`config.mk`:
```
export PLATFORM = sky130hd
export DESIGN_NAME = port_phase_arbiter
export DESIGN_NICKNAME = d
export VERILOG_FILES = /design/src/rtl/ppa_pkg.sv /design/src/rtl/ppa_table.sv /design/src/rtl/ppa_search.sv /design/src/rtl/port_phase_arbiter.sv
export SDC_FILE = /design/constraint.sdc
export NUM_CORES = 1
export LEC_CHECK = 0
export ABC_CLOCK_PERIOD_IN_PS = 3200
export BUFFER_PORTS_ARGS = -buffer_cell sky130_fd_sc_hd__buf_4
export CAP_MARGIN = 20
export CORE_UTILIZATION = 30
export CTS_BUF_LIST = sky130_fd_sc_hd__clkbuf_8
export CTS_CLUSTER_DIAMETER = 150
export CTS_CLUSTER_SIZE = 40
export DETAILED_ROUTE_END_ITERATION = 6
export GPL_TIMING_DRIVEN = 0
export HOLD_SLACK_MARGIN = 0.08
export PLACE_DENSITY_LB_ADDON = 0.3
export SYNTH_ARGS = -nofsm -noshare
export SYNTH_HDL_FRONTEND = slang
export SYNTH_SLANG_ARGS = --single-unit
```
`constraint.sdc`:
```
create_clock -name clk -period 3.2 [get_ports clk]
set_input_delay 0.32 -clock clk [delete_from_list [all_inputs] [get_ports clk]]
set_output_delay 0.32 -clock clk [all_outputs]
set_load 0.05 [all_outputs]
```
`src/rtl/ppa_pkg.sv`:
```
package ppa_pkg;
  localparam int ID_W   = 4;
  localparam int NIDS   = 1 << ID_W;
  localparam int CFG_DW = 32;
  localparam int SCH_W  = 2;

  typedef logic [ID_W-1:0] port_id_t;

  typedef enum logic [SCH_W-1:0] {
    SCH_RR    = 2'd0,
    SCH_TABLE = 2'd1,
    SCH_RSV2  = 2'd2,
    SCH_RSV3  = 2'd3
  } scheme_e;
endpackage

```
`src/rtl/ppa_table.sv`:
```
module ppa_table
  import ppa_pkg::*;
#(
  parameter int               NUM_PHASES = 32,
  parameter logic [(1<<SCH_W)-1:0] SCHEME_CAP = 4'b0011,
  localparam int PER_WORD = CFG_DW / ID_W,
  localparam int NWORDS   = NUM_PHASES / PER_WORD,
  localparam int AW       = $clog2(NWORDS + 1)
) (
  input  logic                       clk,
  input  logic                       rst,
  input  logic                       wr_en,
  input  logic [AW-1:0]              wr_addr,
  input  logic [CFG_DW-1:0]          wr_data,
  input  logic                       commit,
  output logic [NUM_PHASES*ID_W-1:0] act_flat,
  output scheme_e                    scheme_act
);
  scheme_e sch_stg_q;
  scheme_e sch_act_q;
  logic    sch_wr_ok;

  function automatic logic [CFG_DW-1:0] rr_word(int w);
    logic [CFG_DW-1:0] v;
    v = '0;
    for (int k = 0; k < PER_WORD; k++)
      v[k*ID_W +: ID_W] = port_id_t'((w*PER_WORD + k) % NIDS);
    return v;
  endfunction

  generate
    for (genvar w = 0; w < NWORDS; w++) begin : g_word
      logic [CFG_DW-1:0] stg_q;
      logic [CFG_DW-1:0] act_q;
      always_ff @(posedge clk) begin
        if (rst) begin
          stg_q <= rr_word(w);
          act_q <= rr_word(w);
        end else begin
          if (commit)
            act_q <= stg_q;
          if (wr_en && wr_addr == AW'(w))
            stg_q <= wr_data;
        end
      end
      assign act_flat[w*CFG_DW +: CFG_DW] = act_q;
    end
  endgenerate

  assign sch_wr_ok = wr_en && (wr_addr == AW'(NWORDS)) && SCHEME_CAP[wr_data[SCH_W-1:0]];

  always_ff @(posedge clk) begin
    if (rst) begin
      sch_stg_q <= SCH_RR;
      sch_act_q <= SCH_RR;
    end else begin
      if (commit)
        sch_act_q <= sch_stg_q;
      if (sch_wr_ok)
        sch_stg_q <= scheme_e'(wr_data[SCH_W-1:0]);
    end
  end

  assign scheme_act = sch_act_q;

  // only advertised schemes ever become active
  assert_scheme_advertised_R7: assert property (@(posedge clk) disable iff (rst)
    SCHEME_CAP[sch_act_q]);

  // active copies move only at a wrap
  assert_active_frozen_R6: assert property (@(posedge clk) disable iff (rst)
    !commit |=> $stable(act_flat) && $stable(sch_act_q));
endmodule

```
`src/rtl/ppa_search.sv`:
```
module ppa_search
  import ppa_pkg::*;
#(
  parameter int               NUM_PHASES = 32,
  parameter logic [NIDS-1:0]  PORT_MASK  = 16'h00FF,
  localparam int PW = $clog2(NUM_PHASES)
) (
  input  logic [PW-1:0]              ptr,
  input  logic [NUM_PHASES*ID_W-1:0] entries,
  input  logic [NIDS-1:0]            req,
  output logic                       hit,
  output logic [PW-1:0]              hit_phase,
  output port_id_t                   hit_port
);
  always_comb begin
    hit       = 1'b0;
    hit_phase = '0;
    hit_port  = '0;
    for (int i = NUM_PHASES - 1; i >= 0; i--) begin
      if (PW'(i) >= ptr && PORT_MASK[entries[i*ID_W +: ID_W]]
          && req[entries[i*ID_W +: ID_W]]) begin
        hit       = 1'b1;
        hit_phase = PW'(i);
        hit_port  = entries[i*ID_W +: ID_W];
      end
    end
  end
endmodule

```
`src/rtl/port_phase_arbiter.sv`:
```
module port_phase_arbiter
  import ppa_pkg::*;
#(
  parameter int                    NUM_PHASES = 32,
  parameter logic [NIDS-1:0]       PORT_MASK  = 16'h00FF,
  parameter logic [(1<<SCH_W)-1:0] SCHEME_CAP = 4'b0011,
  localparam int PW       = $clog2(NUM_PHASES),
  localparam int PER_WORD = CFG_DW / ID_W,
  localparam int NWORDS   = NUM_PHASES / PER_WORD,
  localparam int AW       = $clog2(NWORDS + 1)
) (
  input  logic              clk,
  input  logic              rst,
  input  logic [NIDS-1:0]   req,
  input  logic              accept,
  input  logic              cfg_wr,
  input  logic [AW-1:0]     cfg_addr,
  input  logic [CFG_DW-1:0] cfg_wdata,
  output logic              gnt_valid,
  output logic [ID_W-1:0]   gnt_port,
  output logic [PW-1:0]     gnt_phase,
  output logic [SCH_W-1:0]  scheme
);
  localparam logic [PW-1:0] LAST = PW'(NUM_PHASES - 1);

  logic [NUM_PHASES*ID_W-1:0] act_flat;
  logic [NUM_PHASES*ID_W-1:0] eff_flat;
  scheme_e                    sch_act;
  logic [PW-1:0]              ptr_q;
  logic                       gv_q;
  port_id_t                   gp_q;
  logic [PW-1:0]              gph_q;
  logic                       hit;
  logic [PW-1:0]              hit_phase;
  port_id_t                   hit_port;
  logic                       commit;

  ppa_table #(.NUM_PHASES(NUM_PHASES), .SCHEME_CAP(SCHEME_CAP)) u_table (
    .clk(clk), .rst(rst), .wr_en(cfg_wr), .wr_addr(cfg_addr), .wr_data(cfg_wdata),
    .commit(commit), .act_flat(act_flat), .scheme_act(sch_act)
  );

  generate
    for (genvar g = 0; g < NUM_PHASES; g++) begin : g_phase
      localparam port_id_t RR_ID = port_id_t'(g % NIDS);
      assign eff_flat[g*ID_W +: ID_W] =
        (sch_act == SCH_TABLE) ? act_flat[g*ID_W +: ID_W] : RR_ID;
    end
  endgenerate

  ppa_search #(.NUM_PHASES(NUM_PHASES), .PORT_MASK(PORT_MASK)) u_search (
    .ptr(ptr_q), .entries(eff_flat), .req(req),
    .hit(hit), .hit_phase(hit_phase), .hit_port(hit_port)
  );

  assign commit = gv_q ? (accept && gph_q == LAST) : !hit;

  always_ff @(posedge clk) begin
    if (rst) begin
      ptr_q <= '0;
      gv_q  <= 1'b0;
      gp_q  <= '0;
      gph_q <= '0;
    end else if (gv_q) begin
      if (accept) begin
        gv_q  <= 1'b0;
        ptr_q <= (gph_q == LAST) ? '0 : gph_q + PW'(1);
      end
    end else if (hit) begin
      gv_q  <= 1'b1;
      gp_q  <= hit_port;
      gph_q <= hit_phase;
      ptr_q <= hit_phase;
    end else begin
      ptr_q <= '0;
    end
  end

  assign gnt_valid = gv_q;
  assign gnt_port  = gp_q;
  assign gnt_phase = gph_q;
  assign scheme    = sch_act;

  assert_port_implemented_R8: assert property (@(posedge clk) disable iff (rst)
    gnt_valid |-> PORT_MASK[gnt_port]);

  assert_hold_until_accept_R4: assert property (@(posedge clk) disable iff (rst)
    gnt_valid && !accept |=> gnt_valid && $stable(gnt_port) && $stable(gnt_phase));

  assert_release_on_accept_R4: assert property (@(posedge clk) disable iff (rst)
    gnt_valid && accept |=> !gnt_valid);

  assert_forward_search_R3: assert property (@(posedge clk) disable iff (rst)
    !gnt_valid |=> !gnt_valid || gnt_phase >= $past(ptr_q));

  assert_wrap_to_zero_R5: assert property (@(posedge clk) disable iff (rst)
    commit |=> ptr_q == '0);
endmodule

```
==> impl_metrics.csv <==
group,metric,value,unit
run_status,status,"finished, violations left",
run_status,violations,"setup timing",
timing,slew_violations,0,
final_layout,nets,2198,
hold_path,hold_end,"u_table.g_word[2].stg_q[0]",
critical_path,cp_data_arrival_time,4.45,ns
pwr,power.internal,4.60,mW
critical_path,cp_num_buf_inv,5,
synth,dominantRegCellSynth,"dfxtp_1",
pwr,p_clk_share,21.1,%
global_routing,grt_pass1_wl,117000,microns
job,cap_violations,0,
pwr,powerDensity,354,nW/um^2
clock_tree,cts_root_buffer,"clkbuf_8",
synth,synth_seq_area_share,35.0,%
global_routing,grt_max_degree,42,
timing,period_share,123,%
timing,tightest_slew,1.13,ns
die,start_util,30.5,%
die,die_h,231,microns
placement,dp_hpwl,63400,microns
pwr,ir_worst_vdd,0.000355,V
timing,relSlewSlack,24.5,%
synth,yosys_warnings,0,
final_layout,nFillCells,5379,
pwr,sequentialPowerShare,53.6,%
route,viasPerCell,6.18,
placement,gp_congestion,1.05,
pwr,power.leakage,7.08,nW
critical_path,critPathMaxStageDelay,0.51,ns
critical_path,reg2reg_setup_slack,-0.74,ns
global_routing,grt_pass1_vias,16100,
clock_tree,clkTransAtPathRegs,0.21,ns
critical_path,crit_type,"reg2reg",
pwr,power.switching,2.43,mW
critical_path,crit_fanout,7,
clock_tree,cts_buffers,11,
route,postRouteWirelength,83900,microns
route,drt_first_iter_violations,1742,
hold_path,hold_class,"in2reg",
clock_tree,insertion_delay,0.64,ns
clock_tree,cts.sinks,275,
timing,setup_viol,145,
route,vias,17500,
critical_path,critical_path.top_delay_family,"simple AND/OR/NAND/NOR gates",
synth,avgSynthCellArea,7.97,sq um
placement,dpl_worst_slack,-2.22,ns
pwr,comb_power_share,25.3,%
final_layout,final_util,38.6,%
die,die-area,53300,sq um
die,die_w,231,microns
critical_path,r2r-start,"u_table.scheme_act[0]",
critical_path,crit_chain,"buf_8 -> buf_12 -> or4b_4 -> a21oi_4 -> o41ai_4 -> a2111oi_4 -> nand4_1 -> and4b_2 -> a21o_4 -> buf_12 -> buf_16 -> buf_8 -> nand3_1 -> a21oi_1",
route,drc,0,
route,dr.pass1.iters,7,
pwr,switching_share,34.6,%
critical_path,cp_slowest_cell,"dfxtp_4",
timing,fmax,254,MHz
global_routing,overflow,0,
global_routing,antenna_found_initial,2,
critical_path,path_depth,14,
final_layout,area_delta_synth_final,26.5,%
synth,syn_nets,2030,
timing,period_needed,3.94,ns
hold_path,min-delay-start,"cfg_addr[0]",
critical_path,cp_data_required_time,3.70,ns
route,ant_nets,0,
critical_path,r2r_end,"u_table.g_word[0].act_q[24]",
critical_path,worst_setup_path_end_kind,"flop",
synth,ys_types,90,
timing,setup_slack,-0.744,ns
hold_path,holdPathStages,4,
synth,syn_inst,1973,
critical_path,start_kind,"flop",
timing,rsz0062_at_grt,"true",
die,pin_count,67,
synth,async_flop_share,0,%
placement,port_buffers,57,
die,rows,83,
route,detail_route.wl_per_cell,29.7,microns
die,fp.coreArea,51500,sq um
critical_path,worstRegToRegCells,14,
clock_tree,cts.htree.levels,1,
global_routing,gr-usage-all-layers,30.5,%
synth,synth_edf_count,0,
clock_tree,clk_path_buf_depth,3,
synth,synth_seq_cells,275,
clock_tree,cts_tree,"yes",
timing,clock_skew,0.0695,ns
synth,syn_area,15700,sq um
final_layout,drive_gt1_share,21.3,%
timing,hold_violations,0,
power by group through the flow:
stage | Clock [mW] | Sequential, mW | Combinational [mW]
finish | 1.49 | 3.77 | 1.78
global route | 1.61 | 3.78 | 1.85
CTS | 1.50 | 3.76 | 1.67
detailed placement | 0 | 3.80 | 1.44
global placement | 0 | 3.80 | 1.44
floorplan | 0 | 3.75 | 0.859
per-stage QoR:
| stage | total power, mW | hold slack (ns) | cell area, sq um | setup TNS, ns | cells |
|---|---|---|---|---|---|
| 5_1_grt | 7.24 | 0.116 | 19900 | -87.19 | 2823 |
| 4_1_cts | 6.92 | 0.113 | 19300 | -70.39 | 2805 |
| 3_5_place_dp | 5.24 | 0.441 | 17100 | -271.65 | 2711 |
| 6_report | 7.03 | 0.133 | 19900 | -93.95 | 2826 |
| 3_3_place_gp | 5.23 | 0.444 | 17100 | -281.11 | 2710 |
| 2_1_floorplan | 4.61 | 0.428 | 15800 | -13.26 | 1973 |
synthesized netlist by cell type (11+ instances only):
cell / n / share of area (%)
inv_1: 22 / 0.53
o2111ai_1: 11 / 0.61
a211o_1: 67 / 3.7
a2111oi_0: 11 / 0.61
nor3b_1: 15 / 0.72
o21ai_0: 109 / 3.5
mux2i_1: 33 / 2.1
nor3_1: 21 / 0.67
nand3b_1: 76 / 3.6
dfxtp_1: 275 / 35
mux4_2: 23 / 3.3
mux2_2: 14 / 1.0
or3_1: 18 / 0.72
nor2b_1: 18 / 0.72
nor4_1: 17 / 0.68
clkbuf_1: 145 / 3.5
nand2_1: 329 / 7.9
o211ai_1: 15 / 0.72
nand2b_1: 15 / 0.60
and3_1: 70 / 2.8
a31oi_1: 12 / 0.48
a311o_1: 15 / 0.95
nand3_1: 96 / 3.1
buf_6: 13 / 0.93
a21oi_1: 177 / 5.6
nor2_1: 82 / 2.0
buf_2: 24 / 0.76
and2_1: 14 / 0.56
a211oi_1: 25 / 1.2
kinds of logic after synthesis:
group,count (synthesis),share of synthesized area (%)
AO/OA/AOI/OAI,561,24.2
XOR/XNOR,2,0.111
adder cells (fa/ha/maj),2,0.159
buffers and inverters,215,6.05
flip-flops,275,35.0
multiplexers,70,6.40
AND/OR/NAND/NOR,848,28.1
registers in the layout, indices dropped and copies added (netlist names):
signal,count
gnt_phase,5
gnt_port,4
gnt_valid,1
ptr_q,5
u_table.g_word.act_q,128
u_table.g_word.stg_q,128
u_table.sch_stg_q,2
u_table.scheme_act,2
worst min-delay path: stages:
cell	delay, ns
buf_4	0.11
nor2_1	0.14
nand2_1	0.10
a21oi_1	0.05
area by class of cell:
type                    instances  area, sq um  share of cell area [%]
flip-flops and latches        275         5520                    27.8
inverters                      22         82.6                   0.415
repair buffers                167         1620                    8.12
well taps                     680          851                    4.28
diodes                          3         7.51                  0.0377
plain buffers                 181         1190                    5.99
clock buffers                  11          151                   0.761
multi-input cells            1483        10400                    52.3
clock inverters                 4         58.8                   0.296
metal layers:
layer | vias to the layer above | part of all wire [%] | GRT usage, %
li1 | 7601 | - | -
met1 | 8703 | 42 | 40.0
met2 | 944 | 44 | 48.0
met3 | 219 | 8.4 | 4.74
met4 | 0 | 6.2 | 16.0
met5 | - | 0 | 0
cells in the final DEF, fill, tap and decap left out, types with 17 or more instances in the layout:
cell type / count
a21oi_1: 142
o21ai_0: 64
a211oi_1: 18
buf_4: 114
and3_1: 65
a211o_1: 67
nand3b_1: 76
or3_1: 17
nor2_1: 79
nand3_4: 18
nor2b_1: 18
mux4_2: 23
nand3_2: 18
mux2i_1: 32
clkbuf_1: 102
inv_1: 23
a21oi_2: 33
o21ai_1: 33
nor3_1: 19
buf_8: 19
dfxtp_1: 265
dlygate4sd3_1: 32
nand2_1: 326
nand3_1: 60
worst max-delay path by stage:
stage	from	to	slack, ns
6_report	u_table.scheme_act[0]	u_table.g_word[0].act_q[24]	-0.74
2_1_floorplan	u_table.scheme_act[0]	u_table.g_word[2].act_q[30]	-0.17
4_1_cts	u_table.scheme_act[0]	u_table.g_word[3].act_q[26]	-0.57
3_3_place_gp	req[0]	gnt_port[0]	-2.29
3_5_place_dp	req[0]	gnt_port[0]	-2.22
5_1_grt	u_table.scheme_act[0]	u_table.scheme_act[0]	-0.69
timing repair:
item | 4_1_cts | 5_1_grt
hold buffers | 32 | 0
buffers inserted | 49 | 18
pin swaps | 74 | 81
cloned | 9 | 4
setup endpoints to repair | 145 | 145
gates resized for setup | 260 | 151
endpoints found under the hold margin | 127 | 0
Note: power is estimated with default switching activity, not from simulation.
